==> config.mk <==
export PLATFORM = sky130hd
export DESIGN_NAME = modulo_pwm_timer
export DESIGN_NICKNAME = d
export VERILOG_FILES = /design/src/rtl/pwm_timer_pkg.sv /design/src/rtl/pwm_prescaler.sv /design/src/rtl/pwm_counter.sv /design/src/rtl/pwm_out_stage.sv /design/src/rtl/pwm_flags.sv /design/src/rtl/modulo_pwm_timer.sv
export SDC_FILE = /design/constraint.sdc
export NUM_CORES = 1
export LEC_CHECK = 0
export BUFFER_PORTS_ARGS = -buffer_cell sky130_fd_sc_hd__clkbuf_2
export CORE_MARGIN = 3
export CORE_UTILIZATION = 30
export CTS_CLUSTER_SIZE = 24
export DETAILED_ROUTE_END_ITERATION = 16
export HOLD_SLACK_MARGIN = 0.05
export PLACE_DENSITY_LB_ADDON = 0.2
export SLEW_MARGIN = 20
export SYNTH_ARGS = -nofsm -noshare
export SYNTH_HDL_FRONTEND = slang
export SYNTH_SLANG_ARGS = --single-unit
export TNS_END_PERCENT = 20
==> constraint.sdc <==
create_clock -name clk -period 2.9 [get_ports clk]
set_input_delay 0.29 -clock clk [delete_from_list [all_inputs] [get_ports clk]]
set_output_delay 0.29 -clock clk [all_outputs]
set_load 0.005 [all_outputs]
==> src/rtl/pwm_timer_pkg.sv <==
// Package: shared register addresses and configuration layout for the
// modulo PWM timer. Assumes the write data bus is at least 6 bits wide.
package pwm_timer_pkg;

    typedef enum logic [1:0] {
        REG_MODULO  = 2'd0,
        REG_COMPARE = 2'd1,
        REG_CONFIG  = 2'd2,
        REG_FLAGS   = 2'd3
    } reg_sel_e;

    localparam int NUM_FLAGS = 2;
    localparam int FLAG_OVF  = 0;
    localparam int FLAG_CMP  = 1;
    localparam int CFG_W     = 6;

    typedef struct packed {
        logic       cmp_ie;   // bit 5
        logic       ovf_ie;   // bit 4
        logic       pol_low;  // bit 3
        logic [2:0] presc;    // bits 2:0
    } cfg_t;

endpackage

==> src/rtl/pwm_prescaler.sv <==
// Module: pwm_prescaler
// Produces a one-clock tick every 2^k clocks, where k is the select code
// clamped to DIV_W. A restart returns the divider to phase 0.
// Assumes DIV_W <= 7 so the clamp fits the 3-bit select.
module pwm_prescaler #(
    parameter int DIV_W = 6
) (
    input  logic       clk,
    input  logic       rst_n,
    input  logic [2:0] sel,
    input  logic       restart,
    output logic       tick
);
    localparam logic [2:0] MAX_SEL = 3'(DIV_W);

    logic [DIV_W-1:0] div_q;
    logic [DIV_W-1:0] mask;
    logic [2:0]       eff_sel;

    // Clamp the select code and build the low-bit mask for the divide ratio.
    always_comb begin
        eff_sel = (sel > MAX_SEL) ? MAX_SEL : sel;
        for (int i = 0; i < DIV_W; i++) begin
            mask[i] = (i < int'(eff_sel));
        end
        tick = ((div_q & mask) == mask);
    end

    // Free-running divider, cleared on restart.
    always_ff @(posedge clk) begin
        if (!rst_n) begin
            div_q <= '0;
        end else if (restart) begin
            div_q <= '0;
        end else begin
            div_q <= div_q + 1'b1;
        end
    end

    // with a divide ratio above one, two ticks never fall on adjacent clocks.
    p_tick_spacing_r3: assert property (@(posedge clk) disable iff (!rst_n)
        (tick && sel != 3'd0) |=> (!tick || sel == 3'd0));

endmodule

==> src/rtl/pwm_counter.sv <==
// Module: pwm_counter
// Up-counter that wraps from the modulo value to zero on a tick. It reports
// the wrap event and the value the counter takes on the next tick. A restart
// forces zero and suppresses the event. Assumes restart coincides with the
// modulo register update.
module pwm_counter #(
    parameter int CNT_W = 16
) (
    input  logic             clk,
    input  logic             rst_n,
    input  logic             tick,
    input  logic             restart,
    input  logic [CNT_W-1:0] modulo,
    output logic [CNT_W-1:0] cnt,
    output logic [CNT_W-1:0] next_cnt,
    output logic             ovf_ev
);
    logic at_top;

    // Decide the wrap and the next count value.
    always_comb begin
        at_top   = (cnt >= modulo);
        next_cnt = at_top ? '0 : cnt + 1'b1;
        ovf_ev   = tick && !restart && at_top;
    end

    // Count register.
    always_ff @(posedge clk) begin
        if (!rst_n) begin
            cnt <= '0;
        end else if (restart) begin
            cnt <= '0;
        end else if (tick) begin
            cnt <= next_cnt;
        end
    end

    // the count never exceeds the modulo value.
    p_cnt_in_range_r2: assert property (@(posedge clk) disable iff (!rst_n)
        cnt <= modulo);
    // a wrap event leaves the counter at zero.
    p_wrap_to_zero_r2: assert property (@(posedge clk) disable iff (!rst_n)
        ovf_ev |=> cnt == '0);
    // a restart leaves the counter at zero.
    p_restart_zero_r10: assert property (@(posedge clk) disable iff (!rst_n)
        restart |=> cnt == '0);

endmodule

==> src/rtl/pwm_out_stage.sv <==
// Module: pwm_out_stage
// Holds the pulse state. It is set at period start and cleared when the count
// reaches the live compare value. It also flags the match. The compare value
// is used unbuffered, so a value already passed is never matched that period.
module pwm_out_stage #(
    parameter int CNT_W = 16
) (
    input  logic             clk,
    input  logic             rst_n,
    input  logic             tick,
    input  logic             restart,
    input  logic             ovf_ev,
    input  logic [CNT_W-1:0] next_cnt,
    input  logic [CNT_W-1:0] cmp,
    output logic             cmp_ev,
    output logic             active
);
    // Detect a match on the count being entered.
    always_comb begin
        cmp_ev = tick && !restart && (next_cnt == cmp);
    end

    // Pulse state: period start sets it (unless the width is zero), match clears it.
    always_ff @(posedge clk) begin
        if (!rst_n) begin
            active <= 1'b0;
        end else if (restart || ovf_ev) begin
            active <= (cmp != '0);
        end else if (cmp_ev) begin
            active <= 1'b0;
        end
    end

    // a zero compare keeps the pulse off from the period start.
    p_zero_duty_r4: assert property (@(posedge clk) disable iff (!rst_n)
        (ovf_ev && cmp == '0) |=> !active);
    // a nonzero compare turns the pulse on at the period start.
    p_period_start_r4: assert property (@(posedge clk) disable iff (!rst_n)
        ((ovf_ev || restart) && cmp != '0) |=> active);
    // the pulse can only start at a wrap or restart, never mid-period.
    p_no_mid_rise_r6: assert property (@(posedge clk) disable iff (!rst_n)
        (!ovf_ev && !restart) |=> !$rose(active));

endmodule

==> src/rtl/pwm_flags.sv <==
// Module: pwm_flags
// A bank of sticky event flags, cleared by writing ones. A set in the same
// cycle as a clear wins.
module pwm_flags #(
    parameter int N = 2
) (
    input  logic         clk,
    input  logic         rst_n,
    input  logic [N-1:0] set_ev,
    input  logic [N-1:0] clr,
    output logic [N-1:0] flag
);
    for (genvar g = 0; g < N; g++) begin : g_flag
        // One sticky flag with set priority.
        always_ff @(posedge clk) begin
            if (!rst_n) begin
                flag[g] <= 1'b0;
            end else if (set_ev[g]) begin
                flag[g] <= 1'b1;
            end else if (clr[g]) begin
                flag[g] <= 1'b0;
            end
        end

        // an event always leaves the flag set, even against a clear.
        p_set_wins_r8: assert property (@(posedge clk) disable iff (!rst_n)
            set_ev[g] |=> flag[g]);
        // a clear without an event drops the flag.
        p_clear_r8: assert property (@(posedge clk) disable iff (!rst_n)
            (clr[g] && !set_ev[g]) |=> !flag[g]);
    end

endmodule

==> src/rtl/modulo_pwm_timer.sv <==
// Module: modulo_pwm_timer
// Top of the modulo PWM timer: register write port, divider, counter,
// output stage and flags. Assumes CNT_W >= 6 so the configuration fits the
// write bus, and DIV_W <= 7.
module modulo_pwm_timer
    import pwm_timer_pkg::*;
#(
    parameter int CNT_W = 16,
    parameter int DIV_W = 6
) (
    input  logic             clk,
    input  logic             rst_n,
    input  logic             wr_en,
    input  logic [1:0]       wr_addr,
    input  logic [CNT_W-1:0] wr_data,
    output logic             pwm_out,
    output logic             ovf_flag,
    output logic             cmp_flag,
    output logic             ovf_irq,
    output logic             cmp_irq
);
    logic [CNT_W-1:0]     mod_q;
    logic [CNT_W-1:0]     cmp_q;
    cfg_t                 cfg_q;
    logic                 restart;
    logic [NUM_FLAGS-1:0] flag_clr;
    logic [NUM_FLAGS-1:0] flag_set;
    logic [NUM_FLAGS-1:0] flags;
    logic                 tick;
    logic [CNT_W-1:0]     cnt;
    logic [CNT_W-1:0]     next_cnt;
    logic                 ovf_ev;
    logic                 cmp_ev;
    logic                 active;

    // Decode the write port into restart and flag-clear strobes.
    always_comb begin
        restart  = wr_en && (reg_sel_e'(wr_addr) == REG_MODULO);
        flag_clr = (wr_en && reg_sel_e'(wr_addr) == REG_FLAGS)
                   ? wr_data[NUM_FLAGS-1:0] : '0;
    end

    // Programmable registers; the compare value is live with no shadow.
    always_ff @(posedge clk) begin
        if (!rst_n) begin
            mod_q <= '1;
            cmp_q <= '0;
            cfg_q <= '0;
        end else if (wr_en) begin
            case (reg_sel_e'(wr_addr))
                REG_MODULO:  mod_q <= wr_data;
                REG_COMPARE: cmp_q <= wr_data;
                REG_CONFIG:  cfg_q <= cfg_t'(wr_data[CFG_W-1:0]);
                default:     ;
            endcase
        end
    end

    pwm_prescaler #(.DIV_W(DIV_W)) u_presc (
        .clk     (clk),
        .rst_n   (rst_n),
        .sel     (cfg_q.presc),
        .restart (restart),
        .tick    (tick)
    );

    pwm_counter #(.CNT_W(CNT_W)) u_cnt (
        .clk      (clk),
        .rst_n    (rst_n),
        .tick     (tick),
        .restart  (restart),
        .modulo   (mod_q),
        .cnt      (cnt),
        .next_cnt (next_cnt),
        .ovf_ev   (ovf_ev)
    );

    pwm_out_stage #(.CNT_W(CNT_W)) u_out (
        .clk      (clk),
        .rst_n    (rst_n),
        .tick     (tick),
        .restart  (restart),
        .ovf_ev   (ovf_ev),
        .next_cnt (next_cnt),
        .cmp      (cmp_q),
        .cmp_ev   (cmp_ev),
        .active   (active)
    );

    // Route the events into the flag bank.
    always_comb begin
        flag_set           = '0;
        flag_set[FLAG_OVF] = ovf_ev;
        flag_set[FLAG_CMP] = cmp_ev;
    end

    pwm_flags #(.N(NUM_FLAGS)) u_flags (
        .clk    (clk),
        .rst_n  (rst_n),
        .set_ev (flag_set),
        .clr    (flag_clr),
        .flag   (flags)
    );

    // Drive the pin, flags and interrupt requests.
    always_comb begin
        pwm_out  = active ^ cfg_q.pol_low;
        ovf_flag = flags[FLAG_OVF];
        cmp_flag = flags[FLAG_CMP];
        ovf_irq  = ovf_flag && cfg_q.ovf_ie;
        cmp_irq  = cmp_flag && cfg_q.cmp_ie;
    end

    // the restart cycle produces no event, so flags cannot rise on it.
    p_restart_quiet_r10: assert property (@(posedge clk) disable iff (!rst_n)
        (restart && !ovf_flag) |=> !$rose(ovf_flag));

endmodule

Word level (Yosys, flattened, before mapping)

Index checks and enable logic that the tools add are counted.
W data, S select, Z words.

Logic and storage cells: 56
Memories kept: 0
Output and inout port bits: 5
Bits in writable memories: 0
Latch bits: 0
Register bits: 63
Memory bits (read-only): 0

Eq/ne operators: 5
Add/subtract/negate cells: 2
Reductions and logical operators: 18
Bitwise logic cells: 3
Mux-type cells: 9
Order comparisons: 8
Divide/modulo/power cells: 0
Shift-type cells: 0
Multipliers: 0

Operators by type and width:

| operator                | number |
|---|---|
| $add A16 B1 Y16 const B | 1 |
| $eq A16 B16 Y1          | 1 |
| $ge A16 B16 Y1          | 1 |
| $mux W16                | 1 |
| $reduce_bool A16 Y1     | 1 |
| $logic_and A1 B1 Y1     | 7 |
| $add A6 B1 Y6 const B   | 1 |
| $and A6 B6 Y6           | 1 |
| $eq A6 B6 Y1            | 1 |
| $lt A1 B3 Y1 const A    | 2 |
| $lt A2 B3 Y1 const A    | 2 |
| $lt A3 B3 Y1 const A    | 2 |
| $mux W1                 | 6 |
| $reduce_and A2 Y1       | 3 |
| $reduce_bool A2 Y1      | 3 |
| $eq A2 B2 Y1 const B    | 2 |
| $gt A3 B3 Y1 const B    | 1 |
| $mux W3                 | 1 |
| $eq A2 B1 Y1 const B    | 1 |
| $logic_not A2 Y1        | 1 |
| $mux W2                 | 1 |
| $reduce_or A2 Y1        | 1 |
| $logic_not A1 Y1        | 1 |
| $logic_or A1 B1 Y1      | 1 |
| other kinds (2)         | 2 |

Longest topological paths before layout

Depth after elaboration: 9
Gate-level depth with buffers: 12

Cells and area by module

From an unflattened synthesis, not the netlist that was laid out.

Cells, all modules: 452
Area total of the unflattened synthesis: 3816.2 um^2

By module, submodules not included:

| module           | cells each | seq. area each (um^2) | area each (um^2) | instances |
|---|---|---|---|---|
| modulo_pwm_timer | 169        | 760.7                 | 1645.3           | 1 |
| pwm_counter      | 205        | 320.3                 | 1507.7           | 1 |
| pwm_out_stage    | 41         | 20.0                  | 314.1            | 1 |
| pwm_prescaler    | 31         | 120.1                 | 266.5            | 1 |
| pwm_flags        | 6          | 40.0                  | 82.6             | 1 |

Worst setup path after synthesis

No wires, ideal clock.

Path type: register to register
Start point: register u_cnt.cnt[9]
End point: register u_flags.flag[1]
Setup time: 0.059 ns
Data required time: 2.841 ns
Data arrival time: 2.560 ns
Clock period less this slack: 2.619 ns
Setup slack: 0.281 ns
Buffers on the path: 1
Stages on the path, launching flop included: 11
Cell sequence: dfxtp_1 -> ha_1 -> a21o_1 -> a221o_1 -> a21oi_2 -> o21ai_0 -> clkbuf_1 -> o21a_1 -> a2111o_1 -> nor4_2 -> a31o_1

Longest elaborated chain between the ends: 5
Elaborated cells between the ends (all ways): 7
Those cells by class: add/sub: 1; order compare: 1; eq/ne: 1; mux: 2; reduce/logical: 2

RTL lines:

| what                                                     | RTL line                             | RTL |
|---|---|---|
| start: declaration                                       | pwm_counter.sv:14                    | `output logic [CNT_W-1:0] cnt,` |
| start signal: assignment                                 | pwm_counter.sv:34                    | `cnt <= next_cnt;` |
| $add A16 B1 Y16 / $ge A16 B16 Y1 (equally long branches) | pwm_counter.sv:23, pwm_counter.sv:22 |  |
| $mux W16 *                                               | pwm_counter.sv:23                    | `next_cnt = at_top ? '0 : cnt + 1'b1;` |
| $eq A16 B16 Y1 *                                         | pwm_out_stage.sv:20                  | `cmp_ev = tick && !restart && (next_cnt == cmp);` |
| $logic_and A1 B1 Y1 *                                    | pwm_out_stage.sv:20                  |  |
| $mux W1 / $reduce_bool A2 Y1 (equally long branches)     | -                                    |  |
| end signal: indexed assignment                           | pwm_flags.sv:17                      | `flag[g] <= 1'b0;` |
| end signal: indexed assignment                           | pwm_flags.sv:19                      | `flag[g] <= 1'b1;` |
| end signal: indexed assignment                           | pwm_flags.sv:21                      | `flag[g] <= 1'b0;` |
| end: declaration                                         | pwm_flags.sv:11                      | `output logic [N-1:0] flag` |

Every way passes the cells marked *; elsewhere a longest branch is shown, timed or not.
A chain may end at the register's enable or synchronous reset.

Worst setup path after layout

Start point: register u_cnt.cnt[1]
End point: register u_out.active

Longest elaborated chain between the ends: 5
Elaborated cells between the ends (all ways): 9
Those cells by class: add/sub: 1; order compare: 1; eq/ne: 1; mux: 2; reduce/logical: 4

RTL lines:

| what                                                     | RTL line                             | RTL |
|---|---|---|
| $add A16 B1 Y16 / $ge A16 B16 Y1 (equally long branches) | pwm_counter.sv:23, pwm_counter.sv:22 |  |
| $mux W16                                                 | pwm_counter.sv:23                    |  |
| $eq A16 B16 Y1                                           | pwm_out_stage.sv:20                  |  |
| $logic_and A1 B1 Y1                                      | pwm_out_stage.sv:20                  |  |
| $reduce_bool A2 Y1 (no line)                             | -                                    |  |
| end signal: assignment                                   | pwm_out_stage.sv:28                  | `active <= (cmp != '0);` |
| end: declaration                                         | pwm_out_stage.sv:16                  | `output logic active` |

Several ways; a longest one is shown, not always the timed one.

==> results by group <==
Status
  • Run status: finished, final reports clean

Timing
  • Slew Limit Fails: 0
  • Worst-case hold slack: 0.2034 ns
  • Max_slew headroom: 63.25%
  • Final Hold Violating Endpoints: 0
  • Time the final worst path needs with I/O delays and setup: around 2.8 ns
  • RSZ-0062 raised after global routing: no
  • Final period utilization: 95.60%
  • Final setup TNS: 0 ns
  • Worst Clk Skew: ~0.0024 ns
  • Maximum clock rate: ~0.36 GHz
  • Actual transition at the worst max-transition pin: 0.5513 ns
  • Final Setup Violations: 0

Final layout
  • Antenna cells: 0
  • Layout net count: 521
  • Layout cells sized above 1: ~16%
  • Leading cell type in the layout, fill and taps excluded: sky130_fd_sc_hd__nand2_1
  • Final core occ: 37.12%
  • Synth-to-Final Area Change: 18.86%
  • Commonest cells after routing, fill and taps aside: sky130_fd_sc_hd__nand2_1, sky130_fd_sc_hd__dfxtp_1, sky130_fd_sc_hd__nor2_1

Clock network
  • Number of gates resized after CTS: 0
  • CTS tree: done
  • CTS HTree Levels: 3
  • Post-CTS Repair Setup Buffers: 0
  • Number of buffers inserted during clock tree synthesis: 9
  • Clock transition at the register clock pins on the worst setup and hold paths after CTS: around 0.050 ns
  • Number of sinks handled by clock tree synthesis: 63
  • Clock insertion delay at the later pin of the skew report: around 0.33 ns
  • Hold-fix buffers, CTS: 0
  • Root buffer cell: sky130_fd_sc_hd__clkbuf_16
  • Max Root-Sink Buffers: 2

Detailed routing
  • Drt pass-1 iters: 4
  • Detail Route Antenna Nets: 0
  • Initial detailed-routing violation count: around 140
  • Total wirelength of the detailed-routed design: between 9000 and 10000 um
  • WL per Instance: ~15 um
  • Via total after detailed routing: between 3k and 4k
  • Total DRC errors in the routed layout: 0
  • Vias/cell: just over 5

Global route
  • Total global routing track utilization: 15.25%
  • Vias in the first global route: 3030
  • Largest net degree at the start of global routing: 33
  • Number of antenna violations at the first check in global routing: 0
  • Gr ovfl total: 0
  • First-pass GRT wire length: ~16000 um

Placed design
  • RD Place Congestion: around 0.84
  • Detailed-placement wirelength estimate: approximately 7300 um
  • Count of input and output buffers: 25

Synth
  • Post-synthesis instance total: 449
  • Number of nets produced by synthesis: 488
  • Proportion of synthesized chip area in sequential cells: ~35%
  • Number of warnings issued by yosys: 0
  • FFs w/ async S/R, synth: 0%
  • Top cell type by total area after synthesis: sky130_fd_sc_hd__dfxtp_1
  • Top area cells in the synthesized netlist: sky130_fd_sc_hd__dfxtp_1, sky130_fd_sc_hd__nand2_1, sky130_fd_sc_hd__ha_1
  • Synth Flop Type: sky130_fd_sc_hd__dfxtp_1
  • Yosys cell types: 61
  • Top-area cell type share of the netlist area: approximately a third
  • Mean Syn Cell Area: between 8 and 9 um2
  • Yosys reg bits: 63
  • EDFF count, synth: 0
  • Post-synthesis instance area: approximately 3600 um2

Critical path
  • Worst path slowest cell: sky130_fd_sc_hd__or4_4
  • Reg-to-reg critical path startpoint: u_cnt.cnt[1]$_SDFFE_PP0N_
  • Longest individual stage delay on the worst path: ~0.53 ns
  • Arr. time, crit path: slightly below 3 ns
  • Critical Path Source: u_cnt.cnt[1]$_SDFFE_PP0N_
  • Critical-path maximum fanout: 7
  • Delay-heaviest family, CP: simple AND/OR/NAND/NOR gates
  • Kind of critical path: reg -> reg
  • Sort of element at the end of the critical path: flip-flop
  • Buf+Inv Stages, Crit Path: 0
  • Startpoint type of the worst setup path: flip-flop
  • CP Data Required Time: between 3 and 4 ns
  • Cell Chain, Critical Path: ha_1 -> nand3_4 -> or4_4 -> xor2_1 -> o21a_1 -> a2111o_1 -> nor4_2 -> o21bai_1

Floorplanning
  • Placement row count: 39
  • Horizontal die dimension: ~120 um
  • Core Box Area: between 10000 and 15000 um2
  • Full die area: around 13000 um2
  • Number of ports placed on the die boundary: 26
  • Initial cell density of the core: 31.23%
  • Floorplan die height: ~120 um

Min path
  • Worst hold path startpoint: wr_data[9]
  • Worst min-delay path category: in -> reg

Power and ir drop
  • Total power density per cell area: between 500 and 600 nW/um2
  • Static leakage power: between 1.5 and 2 nW
  • Max rail drop VDD: slightly below 0.3 mV

Run
  • Max Cap Viol: 0
[area by class of cell]
| class | count | area, um2 |
|---|---|---|
| flip-flops and latches | 63 | 1264 |
| well taps | 143 | 178.9 |
| clock buffers | 11 | 242.7 |
| fillers | 1217 | 7333 |
| repair buffers | 45 | 275.3 |
| multi-input cells | 340 | 2212 |
| inverters | 23 | 86.33 |
| clock inverters | 4 | 70.07 |
[tightest hold or removal path, delay by kind of cell]
family          cells  cell delay, ns
simple gates        1            0.04
buf+inv             1            0.09
compound gates      1            0.07
[report_power, final]
group,internal (W),leakage (nW),total (W),switching [W]
clock,0.000767,0.155,0.00115,0.000379
combinational,0.0000904,1.14,0.000214,0.000124
sequential,0.000898,0.514,0.000927,0.0000288
total,0.00176,1.81,0.00229,0.000532
[kinds of logic after synthesis]
logic type | after synthesis | synth area share (%)
AND/OR/NAND/NOR | 186 | 26.14
AO/OA/AOI/OAI | 106 | 19.41
flip-flops | 63 | 34.63
buffers and inverters | 46 | 5.187
XOR/XNOR | 23 | 6.493
adder cells (fa/ha/maj) | 18 | 6.184
multiplexers | 7 | 1.958
[stage by stage]
step           cell area (um2)  std cells  setup WS [ns]  total power (W)
3_3_place_gp              3999        614         0.1676         0.001156
2_1_floorplan             3642        449         0.2811         0.001080
4_1_cts                   4312        629        0.04086         0.002313
3_5_place_dp              3999        614        0.05693         0.001160
5_1_grt                   4329        629       0.004188         0.002386
6_report                  4329        629         0.1277         0.002288
[worst paths after layout]
path                                       end  slack [ns]  cells past startpoint
setup / recovery     u_out.active$_SDFFE_PN0P_        0.13                      8
hold / removal           mod_q[9]$_SDFFE_PN1P_        0.20                      3
setup reg to reg     u_out.active$_SDFFE_PN0P_        0.13                      8
hold reg to reg   u_flags.flag[0]$_SDFFE_PN0P_        0.48                      2
[synthesized netlist by cell type, types with 3 or more instances]
master / number
sky130_fd_sc_hd__a21boi_0: 18
sky130_fd_sc_hd__a21oi_1: 18
sky130_fd_sc_hd__a22oi_1: 6
sky130_fd_sc_hd__and2_1: 3
sky130_fd_sc_hd__and3_1: 6
sky130_fd_sc_hd__clkbuf_1: 19
sky130_fd_sc_hd__dfxtp_1: 63
sky130_fd_sc_hd__ha_1: 18
sky130_fd_sc_hd__inv_1: 23
sky130_fd_sc_hd__mux2i_1: 6
sky130_fd_sc_hd__nand2_1: 79
sky130_fd_sc_hd__nand3_1: 11
sky130_fd_sc_hd__nand3b_1: 9
sky130_fd_sc_hd__nand4_1: 7
sky130_fd_sc_hd__nor2_1: 29
sky130_fd_sc_hd__nor2b_1: 9
sky130_fd_sc_hd__nor3_1: 10
sky130_fd_sc_hd__nor3b_1: 3
sky130_fd_sc_hd__nor4_1: 5
sky130_fd_sc_hd__o211ai_1: 15
sky130_fd_sc_hd__o21ai_0: 26
sky130_fd_sc_hd__xnor2_1: 12
sky130_fd_sc_hd__xor2_1: 8
[routing by layer]
layer	share of wire, %	global-route usage (%)
met2	47	25.01
met4	1.5	5.104
met3	3.2	3.575
met1	49	19.79
met5	0	0
[registers in the layout (all words and copies together), names as in the netlist]
signal         flops
cfg_q              6
u_out.active       1
cmp_q             16
u_flags.flag       2
mod_q             16
u_cnt.cnt         16
u_presc.div_q      6
Note: power is estimated with default switching activity, not from simulation.
